**config.mk**
```make
export PLATFORM = sky130hd
export DESIGN_NAME = cc_branch_unit
export DESIGN_NICKNAME = d
export VERILOG_FILES = /design/src/rtl/cc_pkg.sv /design/src/rtl/cc_arith_flags.sv /design/src/rtl/cc_cmp_flags.sv /design/src/rtl/cc_branch_eval.sv /design/src/rtl/cc_branch_unit.sv
export SDC_FILE = /design/constraint.sdc
export NUM_CORES = 1
export LEC_CHECK = 0
export BUFFER_PORTS_ARGS = -buffer_cell sky130_fd_sc_hd__buf_4
export CELL_PAD_IN_SITES_DETAIL_PLACEMENT = 1
export CELL_PAD_IN_SITES_GLOBAL_PLACEMENT = 1
export CORE_ASPECT_RATIO = 0.7
export CORE_MARGIN = 2
export CORE_UTILIZATION = 23
export CTS_CLUSTER_DIAMETER = 200
export DETAILED_ROUTE_END_ITERATION = 6
export HOLD_SLACK_MARGIN = 0.02
export PLACE_DENSITY = 0.9
export SKIP_CTS_REPAIR_TIMING = 1
export SLEW_MARGIN = 20
export SYNTH_ARGS = -nofsm -noshare
export SYNTH_HDL_FRONTEND = slang
export SYNTH_SLANG_ARGS = --single-unit
```
**constraint.sdc**
```tcl
create_clock -name clk -period 2.32 [get_ports clk]
set_input_delay 0.348 -clock clk [delete_from_list [all_inputs] [get_ports clk]]
set_output_delay 0.348 -clock clk [all_outputs]
set_load 0.02 [all_outputs]
```
**src/rtl/cc_pkg.sv**
```systemverilog
package cc_pkg;
  localparam int CC_W = 4;
  localparam int CC_EQ  = 3;
  localparam int CC_LT  = 2;
  localparam int CC_GT  = 1;
  localparam int CC_OVF = 0;

  typedef enum logic [1:0] {
    OP_NONE   = 2'b00,
    OP_ARITH  = 2'b01,
    OP_CMP    = 2'b10,
    OP_BRANCH = 2'b11
  } op_cls_e;
endpackage

```
**src/rtl/cc_arith_flags.sv**
```systemverilog
module cc_arith_flags
  import cc_pkg::*;
#(
  parameter int DATA_W = 32
) (
  input  logic [DATA_W-1:0] res,
  input  logic              ovf,
  output logic [CC_W-1:0]   flags
);
  logic is_zero, is_neg, is_pos;

  always_comb begin
    is_zero = (res == '0);
    is_neg  = res[DATA_W-1];
    is_pos  = !is_zero && !is_neg;
    flags          = '0;
    flags[CC_EQ]   = is_zero;
    flags[CC_LT]   = is_neg;
    flags[CC_GT]   = is_pos;
    flags[CC_OVF]  = ovf;
  end
endmodule

```
**src/rtl/cc_cmp_flags.sv**
```systemverilog
module cc_cmp_flags
  import cc_pkg::*;
#(
  parameter int DATA_W = 32,
  parameter bit SIGNED = 1'b1
) (
  input  logic [DATA_W-1:0] a,
  input  logic [DATA_W-1:0] b,
  output logic [CC_W-1:0]   flags
);
  logic eq, lt;

  generate
    if (SIGNED) begin : g_signed
      assign lt = ($signed(a) < $signed(b));
    end else begin : g_unsigned
      assign lt = (a < b);
    end
  endgenerate

  assign eq = (a == b);

  always_comb begin
    flags         = '0;
    flags[CC_EQ]  = eq;
    flags[CC_LT]  = lt;
    flags[CC_GT]  = !eq && !lt;
    flags[CC_OVF] = 1'b0;
  end
endmodule

```
**src/rtl/cc_branch_eval.sv**
```systemverilog
module cc_branch_eval
  import cc_pkg::*;
(
  input  logic            en,
  input  logic [CC_W-1:0] cc,
  input  logic [CC_W-1:0] mask,
  output logic            taken
);
  logic [CC_W-1:0] hit;

  generate
    for (genvar i = 0; i < CC_W; i++) begin : g_hit
      assign hit[i] = cc[i] & mask[i];
    end
  endgenerate

  assign taken = en & (|hit);
endmodule

```
**src/rtl/cc_branch_unit.sv**
```systemverilog
module cc_branch_unit
  import cc_pkg::*;
#(
  parameter int DATA_W     = 32,
  parameter bit CMP_SIGNED = 1'b1
) (
  input  logic              clk,
  input  logic              rst_n,
  input  logic              op_valid,
  input  logic [1:0]        op_cls,
  input  logic [DATA_W-1:0] arith_res,
  input  logic              arith_ovf,
  input  logic [DATA_W-1:0] cmp_a,
  input  logic [DATA_W-1:0] cmp_b,
  input  logic [CC_W-1:0]   br_mask,
  output logic [CC_W-1:0]   cc_out,
  output logic              br_taken
);
  logic [CC_W-1:0] arith_flags, cmp_flags, cc_q, cc_d;
  logic            is_branch;

  cc_arith_flags #(.DATA_W(DATA_W)) u_arith (
    .res(arith_res), .ovf(arith_ovf), .flags(arith_flags)
  );

  cc_cmp_flags #(.DATA_W(DATA_W), .SIGNED(CMP_SIGNED)) u_cmp (
    .a(cmp_a), .b(cmp_b), .flags(cmp_flags)
  );

  always_comb begin
    cc_d = cc_q;
    if (op_valid) begin
      unique case (op_cls)
        OP_ARITH: cc_d = arith_flags;
        OP_CMP:   cc_d = cmp_flags;
        default:  cc_d = cc_q;
      endcase
    end
  end

  always_ff @(posedge clk) begin
    if (!rst_n) cc_q <= '0;
    else        cc_q <= cc_d;
  end

  assign is_branch = op_valid && (op_cls == OP_BRANCH);

  cc_branch_eval u_br (
    .en(is_branch), .cc(cc_q), .mask(br_mask), .taken(br_taken)
  );

  assign cc_out = cc_q;
endmodule

```
==> impl_results.md, run 1 <==
- Cell row count: 21
- Cell area after layout: 2100 sq um
- Placed cell area: 2060 sq um
- Diode count: 0
- Hold path start: rst_n
- Clk_skew: 0 ns
- Worst path cell trace: buf_4 -> ha_1 -> nand4_1 -> nor4_2 -> o41a_1 -> o22ai_2 -> a41o_1
- Vias in the first global route: 1654
- Nets: 407
- Routability cong.: 0.724
- First-pass GRT wire length: a little under 7 mm
- CTS buffer count: 3
- Final period utilization: just under 80%
- Share of cells above drive strength 1: 44.9%
- Crit path buf inv count: 1
- Req. time, crit path: 2.43 ns
- Synthesis-to-finish area growth: 83.2%
- Status: complete, no violations
- CTS tree: done
- Pre-CTS WS: 0.242 ns
- CP max stage delay: 0.36 ns
- Syn Area/Cell: about 7.5 sq um
- Routed Antenna Nets: 0
- Hold Crit Class: in -> reg
- Worst setup EP type: register
- Clock slew at reported path FFs: 0.03 ns
- Max Cap Viol: 0
- Synth unique cells: 34
- Seq cells post-synth: 4
- CTS Sinks: 4
- Initial antenna violation count: 0
- GRT overflow: 0
- Full die area: 5570 sq um
- Num ports: ~110
- Average wire per standard cell: roughly 13 um
- Slew margin rel.: between 70% and 80%
- Achievable Freq: 553 MHz
- Finish-stage setup viols: 0
- Mapped Area: 1150 sq um
- Post-DP HPWL: between 4 and 5 mm
- Die Y-Extent: 63.1 um
- Crit path max-delay cell type: nor4_2
- Sequential area share after synthesis: 6.99%
- DRC Markers: 0
- FILL cells: 617
- DR vias: 1530
- Power per cell area: 256 nW/um^2
- Max FFs per register: 4
- Peak supply drop: 0.295 mV
- Pleak: 1.17 nW
- Pin count of the biggest net entering global routing: 7
- Unrepaired setup endpoints after global routing: false
- Total routed wirelength: 4.41 mm
- Synth Instances: 152
- Setup TNS Final: 0 ns
- Clk Tree Root Cell: clkbuf_8
- Synth Net Count: 292
- Final Util: between 40% and 50%
- Skew-Pair Late Insertion Delay: 0.22 ns
- Core Region: 4780 sq um
- Synth Warn #: 0
- DR pass1 iterations: 4
- Endpoints failing hold: 0
- Pins Over Slew Limit: 0
- Clk buf depth: 2
- Die width: 88.4 um
- Port-buffer cells: 110
- Starting Density: 24.0%
- Min Tclk post-route: 1.81 ns
- CP top delay family: compound AO/OA/AOI/OAI gates
- CP startpoint: cmp_a[31]
- Multi-input gate area: approximately 940 sq um
- Critical-path maximum fanout: 4
- Vias/cell: 4.58
- Hold Worst Slack: 0.441 ns
- FF+latch area: 80.1 sq um
- CP Launch Type: primary input
- Gr usage total: 15.2%
- Worst-Margin Slew: slightly below 0.4 ns
- Crit Path Class: in -> reg
- H-tree levels: 1
- Worst r2r src: cc_out[1]$_SDFFE_PN0P_
- Final setup margin: slightly above 0.5 ns
- Critical Path AT: 1.91 ns
- Drt first-iter violations: 17
[layout make-up]
type	count	area share, %
clock buffer	3	1.97
inverter	33	5.90
multi-input combinational	115	44.9
sequential	4	3.81
tap	69	4.11
timing repair buffer	110	39.3
[synthesized netlist by cell type]
cell type  instances  share of area (%)
o22ai_2            1                1.1
a21o_1             2                1.3
dfxtp_1            4                7.0
nand4_1            9                4.9
nand2_1           11                3.6
nand2b_1           1               0.55
nand4b_1           1               0.76
nor2_1             3               0.98
inv_1             33                 11
o211ai_1           1               0.66
nor3_1             1               0.44
nand3_1            4                1.7
nor2b_1            1               0.55
nor4_1             9                4.9
a22o_1             1               0.76
a22oi_1            2                1.3
nand3b_1           1               0.66
a41o_1             1               0.87
ha_1              34                 37
a21boi_0           2                1.3
nor4_2             1                1.1
nand4_2            1                1.1
o211ai_2           1                1.1
a211oi_1           1               0.66
nor2b_4            1                1.2
a2111oi_2          1                1.3
or2b_1             1               0.66
a21boi_1           1               0.66
o41a_1             1               0.98
o21ai_0            4                1.7
a221oi_1           1               0.76
a21oi_1           14                6.1
o21a_1             1               0.66
o21bai_1           1               0.66
[where the power goes]
group	switching (mW)	internal [mW]	total, mW
clock	0.0372	0.111	0.148
sequential	0.00399	0.0734	0.0774
combinational	0.124	0.188	0.312
total	0.165	0.372	0.537
[layer usage]
layer	track usage [%]	vias up	wire length [um]
met5	0	-	0
met1	17.9	692	1840
met2	28.7	54	2260
met4	1.70	0	9
li1	-	782	-
met3	3.01	2	304
[cell usage in the layout, fill, tap and decap left out, drive strengths merged]
master / instances
nand3b: 1
nor4: 10
nor2: 3
a211oi: 1
a21oi: 14
clkbuf: 3
a2111oi: 1
o21bai: 1
inv: 33
nand2b: 1
dfxtp: 4
nor3: 1
nor2b: 2
nand3: 4
ha: 34
a21o: 2
buf: 110
a221oi: 1
nand2: 11
a41o: 1
o41a: 1
a22o: 1
o21a: 1
a22oi: 2
nand4: 10
a21boi: 3
o21ai: 4
o211ai: 2
nand4b: 1
o22ai: 1
or2b: 1
[path summary, 6_finish.rpt]
| kind | endpoint | slack, ns | cells after the start |
|---|---|---|---|
| worst max-delay path | cc_out[2]$_SDFFE_PN0P_ | 0.51 | 7 |
| worst min-delay path | cc_out[3]$_SDFFE_PN0P_ | 0.44 | 2 |
| worst max register to register | cc_out[1]$_SDFFE_PN0P_ | 1.46 | 3 |
| worst min register to register | cc_out[3]$_SDFFE_PN0P_ | 0.49 | 2 |
[logic make-up (layout without fill, tap and decap cells)]
family,Yosys count,in the layout,synth area share (%)
AND/OR/NAND/NOR,45,45,23.1
flip-flops,4,4,6.99
buffers and inverters,33,146,10.8
adder cells (fa/ha/maj),34,34,37.1
AO/OA/AOI/OAI,36,36,21.9
[stage by stage]
stage               total power [mW]  std cells
floorplan                      0.209        152
global placement               0.380        331
detailed placement             0.393        331
CTS                            0.544        334
global route                   0.586        334
finish                         0.537        334
(Power assumes the default switching activity.)
==> run 2: changes to the inputs <==
--- a/config.mk
+++ b/config.mk
@@ -10,11 +10,11 @@
 export CELL_PAD_IN_SITES_GLOBAL_PLACEMENT = 1
 export CORE_ASPECT_RATIO = 0.7
 export CORE_MARGIN = 2
-export CORE_UTILIZATION = 23
+export CORE_UTILIZATION = 21
 export CTS_CLUSTER_DIAMETER = 200
 export DETAILED_ROUTE_END_ITERATION = 6
 export HOLD_SLACK_MARGIN = 0.02
-export PLACE_DENSITY = 0.9
+export PLACE_DENSITY = 0.87
 export SKIP_CTS_REPAIR_TIMING = 1
 export SLEW_MARGIN = 20
 export SYNTH_ARGS = -nofsm -noshare
==> constraint.sdc (replaced) <==
create_clock -name clk -period 1.65 [get_ports clk]
set_input_delay 0.2475 -clock clk [delete_from_list [all_inputs] [get_ports clk]]
set_output_delay 0.2475 -clock clk [all_outputs]
set_load 0.02 [all_outputs]
==> run 2 against run 1 <==
Clock power is 43% higher; cell count is 3.3% higher; largest cell class unchanged; global-route usage decreased by 0.72 points; routed wire length increased by 14%; die area rose by 9.0%; first-iteration DRC count increased by 88%; via count increased by 5.1%; highest routed layer unchanged; utilization is 4.4 points higher; combinational power rose by 84%; total power grew 66%; clock skew did not move; setup slack got worse by 0.50 ns.
==> impl_results.md, run 2 (same netlist as run 1, synthesis figures left out) <==
- Status: complete, no violations
- Starting Density: 21.8%
- Met3 Use GR: 3.88%
- Endpoints failing hold: 0
- FF+latch area: 80.1 sq um
- Int Pwr: between 0.6 and 0.7 mW
- Placed cell area: 2110 sq um
- Die width: about 90 um
- DRC Markers: 0
- Slew margin rel.: 74.8%
- Combinational share of power: 64.1%
- GRT overflow: 0
- CTS tree: done
- Peak supply drop: 0.383 mV
- Req. time, crit path: 1.81 ns
- DR pass1 iterations: 4
- FILL cells: 637
- Cell row count: 22
- CTS buffer count: 3
- Average wire per standard cell: 14.6 um
- Core Region: 5260 sq um
- Critical-path maximum fanout: 2
- Pins Over Slew Limit: 0
- Commonest non-fill, non-tap cell in the layout: buf_4
- Unrepaired setup endpoints after global routing: true
- Achievable Freq: 612 MHz
- Routing usage on met2: 26.6%
- Hold Crit Class: in -> reg
- First-pass GRT wire length: 7.22 mm
- Post-DP HPWL: just over 4 mm
- H-tree levels: 1
- P_sw: ~0.29 mW
- Port-buffer cells: 110
- Pleak: 1.22 nW
- Clk_skew: 0 ns
- Num ports: between 100 and 150
- Critical Path AT: ~1.8 ns
- Vias in the first global route: 1718
- Pre-CTS WS: -0.315 ns
- Vias/cell: 4.66
- Multi-input gate area: 1260 sq um
- Most frequent cells in the layout: buf_4 (107), ha_4 (22), inv_1 (20), ha_1 (12)
- Finish-stage setup viols: 0
- Crit Path Class: in -> reg
- Met1 global-route usage: 17.4%
- Initial antenna violation count: 0
- Diode count: 0
- Non-filler instance count after layout: 345
- Grt peak-use layer: met2
- Synthesis-to-finish area growth: 121%
- Clk buf depth: 2
- Worst setup EP type: register
- Max Cap Viol: 0
- Power per cell area: between 300 and 400 nW/um^2
- Die Y-Extent: 65.8 um
- Pin count of the biggest net entering global routing: 7
- Share of cells above drive strength 1: 61.2%
- DR vias: 1608
- Skew-Pair Late Insertion Delay: 0.22 ns
- Routed Antenna Nets: 0
- Min Tclk post-route: 1.63 ns
- Full die area: 6070 sq um
- Final setup margin: 0.0158 ns
- Nets: 415
- Clk Tree Root Cell: clkbuf_8
- Max FFs per register: 4
- Worst-Margin Slew: between 0.3 and 0.4 ns
- Gr usage total: 14.4%
- CP Launch Type: primary input
- CTS Sinks: 4
- Clock Power Share: between 20% and 30%
- Final Power: a little under 0.9 mW
- Routability cong.: 0.731
- Total routed wirelength: 5.02 mm
- Placed Instances: 341
- Clock slew at reported path FFs: roughly 0.030 ns
- Hold Worst Slack: 0.343 ns
- Final period utilization: 99.0%
- Part of the power in registers: 12.2%
- Drt first-iter violations: 32
- Sw Share: 32.3%
- Cell area after layout: 2540 sq um
-- run 2: changes by cell type in the layout (fill, tap and decap cells not counted), sizes merged --
cell,previous run,this run
buf,110,118
-- run 2: final timing paths --
kind | startpoint | endpoint | slack [ns] | cells after the start
hold reg to reg | cc_out[3]$_SDFFE_PN0P_ | cc_out[3]$_SDFFE_PN0P_ | 0.51 | 2
setup / recovery | cmp_a[5] | cc_out[2]$_SDFFE_PN0P_ | 0.02 | 8
setup reg to reg | cc_out[1]$_SDFFE_PN0P_ | cc_out[1]$_SDFFE_PN0P_ | 0.83 | 3
hold / removal | rst_n | cc_out[3]$_SDFFE_PN0P_ | 0.34 | 2
-- run 2: area by class of cell --
type | count | share of cell area (%)
Timing Repair Buffer | 118 | 36.5
Clock buffer | 3 | 1.63
Multi-Input combinational cell | 115 | 49.6
Sequential cell | 4 | 3.16
Tap cell | 72 | 3.55
Inverter | 33 | 5.57
-- run 2: critical path, stage by stage --
cell and delay (ns):
buf_4 0.11, ha_1 0.30, a21oi_1 0.15, o21ai_1 0.07, a22o_1 0.18, o41a_1 0.40
o22ai_2 0.16, a41o_1 0.19
-- run 2: per-layer routing --
metal,share of wire [%],vias to the layer above
met2,53,53
met5,0,-
met4,0.92,0
met3,6.3,4
li1,-,798
met1,39,753
-- run 2: power groups by stage --
stage	clock network, mW	registers (mW)	logic, mW
2_1_floorplan	0	0.115	0.178
3_3_place_gp	0	0.110	0.442
3_5_place_dp	0	0.110	0.460
4_1_cts	0.213	0.109	0.463
5_1_grt	0.224	0.110	0.636
6_report	0.212	0.109	0.573
-- run 2: stage by stage --
stage | TNS, ns | utilization, %
final | 0 | 48.3
after global routing | -0.0643 | 48.3
after CTS | -0.125 | 41.0
after detailed placement | -0.724 | 40.2
after global placement | -0.578 | 40.2
after floorplan | 0 | -
==> run 3: changes to the inputs <==
--- a/config.mk
+++ b/config.mk
@@ -14,6 +14,7 @@
 export CTS_CLUSTER_DIAMETER = 200
 export DETAILED_ROUTE_END_ITERATION = 6
 export HOLD_SLACK_MARGIN = 0.02
+export MAX_ROUTING_LAYER = met4
 export PLACE_DENSITY = 0.87
 export SKIP_CTS_REPAIR_TIMING = 1
 export SLEW_MARGIN = 20
==> run 3 against run 2 <==
Clock power barely moved; sequential share of layout area did not move; utilization did not move; cell area did not move; clock-buffer cell count did not move; die area did not move; cell count did not move; setup slack barely moved; non-clock buffer count did not move; global-route usage rose by 0.39 points; critical path depth did not move; first-iteration DRC count did not move; critical path type unchanged.
==> impl_results.md, run 3 (same netlist as run 1, synthesis figures left out) <==
- CTS Sinks: 4
- Critical-path maximum fanout: 2
- Reg-to-reg slack, setup: just over 0.8 ns
- Synthesis-to-finish area growth: 121%
- Crit Path Class: in -> reg
- Slew margin rel.: 74.8%
- Max FFs per register: 4
- Port-buffer cells: 110
- Status: complete, no violations
- Peak supply drop: 0.384 mV
- Hold endpoint: cc_out[3]$_SDFFE_PN0P_
- Clock slew at reported path FFs: 0.03 ns
- Die width: 92.3 um
- FF-to-FF End: cc_out[1]$_SDFFE_PN0P_
- Finish-stage setup viols: 0
- Worst-Margin Slew: 0.377 ns
- Req. time, crit path: 1.81 ns
- DR pass1 iterations: 4
- Most frequent cells in the layout: buf_4 (107), ha_4 (22), inv_1 (20), ha_1 (12)
- Placed Instances: around 340
- Min-Delay Path Depth: 2
- Starting Density: 21.8%
- Final period utilization: 99.0%
- Total routed wirelength: 5.02 mm
- DR vias: 1611
- Average wire per standard cell: 14.5 um
- Pins Over Slew Limit: 0
- CTS buffer count: 3
- R2R depth: 3
- Core Region: 5260 sq um
- Pleak: 1.22 nW
- Vias in the first global route: 1718
- CP max stage delay: approximately 0.40 ns
- Commonest non-fill, non-tap cell in the layout: buf_4
- First-pass GRT wire length: 7.22 mm
- Power per cell area: 352 nW/um^2
- Worst r2r src: cc_out[1]$_SDFFE_PN0P_
- Skew-Pair Late Insertion Delay: 0.22 ns
- Min Tclk post-route: 1.63 ns
- Worst path cell trace: buf_4 -> ha_1 -> a21oi_1 -> o21ai_1 -> a22o_1 -> o41a_1 -> o22ai_2 -> a41o_1
- Diode count: 0
- Max Cap Viol: 0
- Cell area after layout: 2540 sq um
- Hold path start: rst_n
- Endpoints failing hold: 0
- Routability cong.: 0.740
- CTS tree: done
- Setup TNS Final: 0 ns
- Post-DP HPWL: roughly 4.1 mm
- Non-filler instance count after layout: 345
- DRC Markers: 0
- Initial antenna violation count: 0
- H-tree levels: 1
- CP Launch Type: primary input
- Worst setup EP type: register
- Routed Antenna Nets: 0
- Pre-CTS WS: -0.315 ns
- Share of cells above drive strength 1: between 60% and 70%
- Cell row count: 22
- Clk Tree Root Cell: clkbuf_8
- Num ports: 111
- Hold Crit Class: in -> reg
- Nets: 415
- Critical Path AT: between 1.5 and 2 ns
- Unrepaired setup endpoints after global routing: true
- Drt first-iter violations: 32
- Crit path max-delay cell type: o41a_1
- Final Util: 48.3%
- GRT overflow: 0
- Placed cell area: about 2100 sq um
- Die Y-Extent: 65.8 um
- Gr usage total: 14.8%
- Full die area: 6070 sq um
- Clk_skew: 0 ns
- Vias/cell: ~4.7
- Final setup margin: 0.0159 ns
- Pin count of the biggest net entering global routing: 7
- Achievable Freq: 612 MHz
- Clk buf depth: 2
-- run 3: critical path: cells and delay by family --
kind / cells / cell delay [ns]
AO/OA/AOI/OAI: 6 / 1.15
buffers and inverters: 1 / 0.11
adder cells (fa/ha/maj): 1 / 0.30
-- run 3: metrics by stage --
step                      hold slack, ns  power [mW]
after floorplan                    0.401       0.293
after detailed placement           0.493       0.570
after global placement             0.481       0.551
after global routing               0.348       0.970
after CTS                          0.330       0.785
final                              0.343       0.894
-- run 3: how the worst max path moves through the flow --
stage / end / slack (ns) / from
final: cc_out[2]$_SDFFE_PN0P_ / 0.02 / cmp_a[5]
after detailed placement: cc_out[2]$_SDFFE_PN0P_ / -0.32 / cmp_a[31]
after global placement: cc_out[2]$_SDFFE_PN0P_ / -0.28 / cmp_a[31]
after CTS: cc_out[2]$_SDFFE_PN0P_ / -0.10 / cmp_a[31]
after global routing: cc_out[2]$_SDFFE_PN0P_ / -0.06 / cmp_b[28]
after floorplan: cc_out[2]$_SDFFE_PN0P_ / 0.02 / cmp_b[1]
-- run 3: where the power goes --
| group | total (mW) | leakage, nW | switching, mW | internal [mW] |
|---|---|---|---|---|
| Clock | 0.212 | 0.0216 | 0.0562 | 0.156 |
| Combinational | 0.573 | 1.17 | 0.228 | 0.346 |
| Sequential | 0.109 | 0.0327 | 0.00559 | 0.103 |
-- run 3: cell type report --
type	instances	area [sq um]
Multi-Input combinational cell	115	1260
Timing Repair Buffer	118	927
Sequential cell	4	80.1
Inverter	33	141
Tap cell	72	90.1
Fill cell	637	2720
Clock buffer	3	41.3
-- run 3: layer usage --
metal | global-route usage (%) | vias to the layer above | routed length [um]
met2 | 26.6 | 55 | 2680
met1 | 17.9 | 754 | 2020
met5 | - | - | 0
met4 | 1.68 | 0 | 46
met3 | 3.08 | 4 | 271
li1 | - | 798 | -
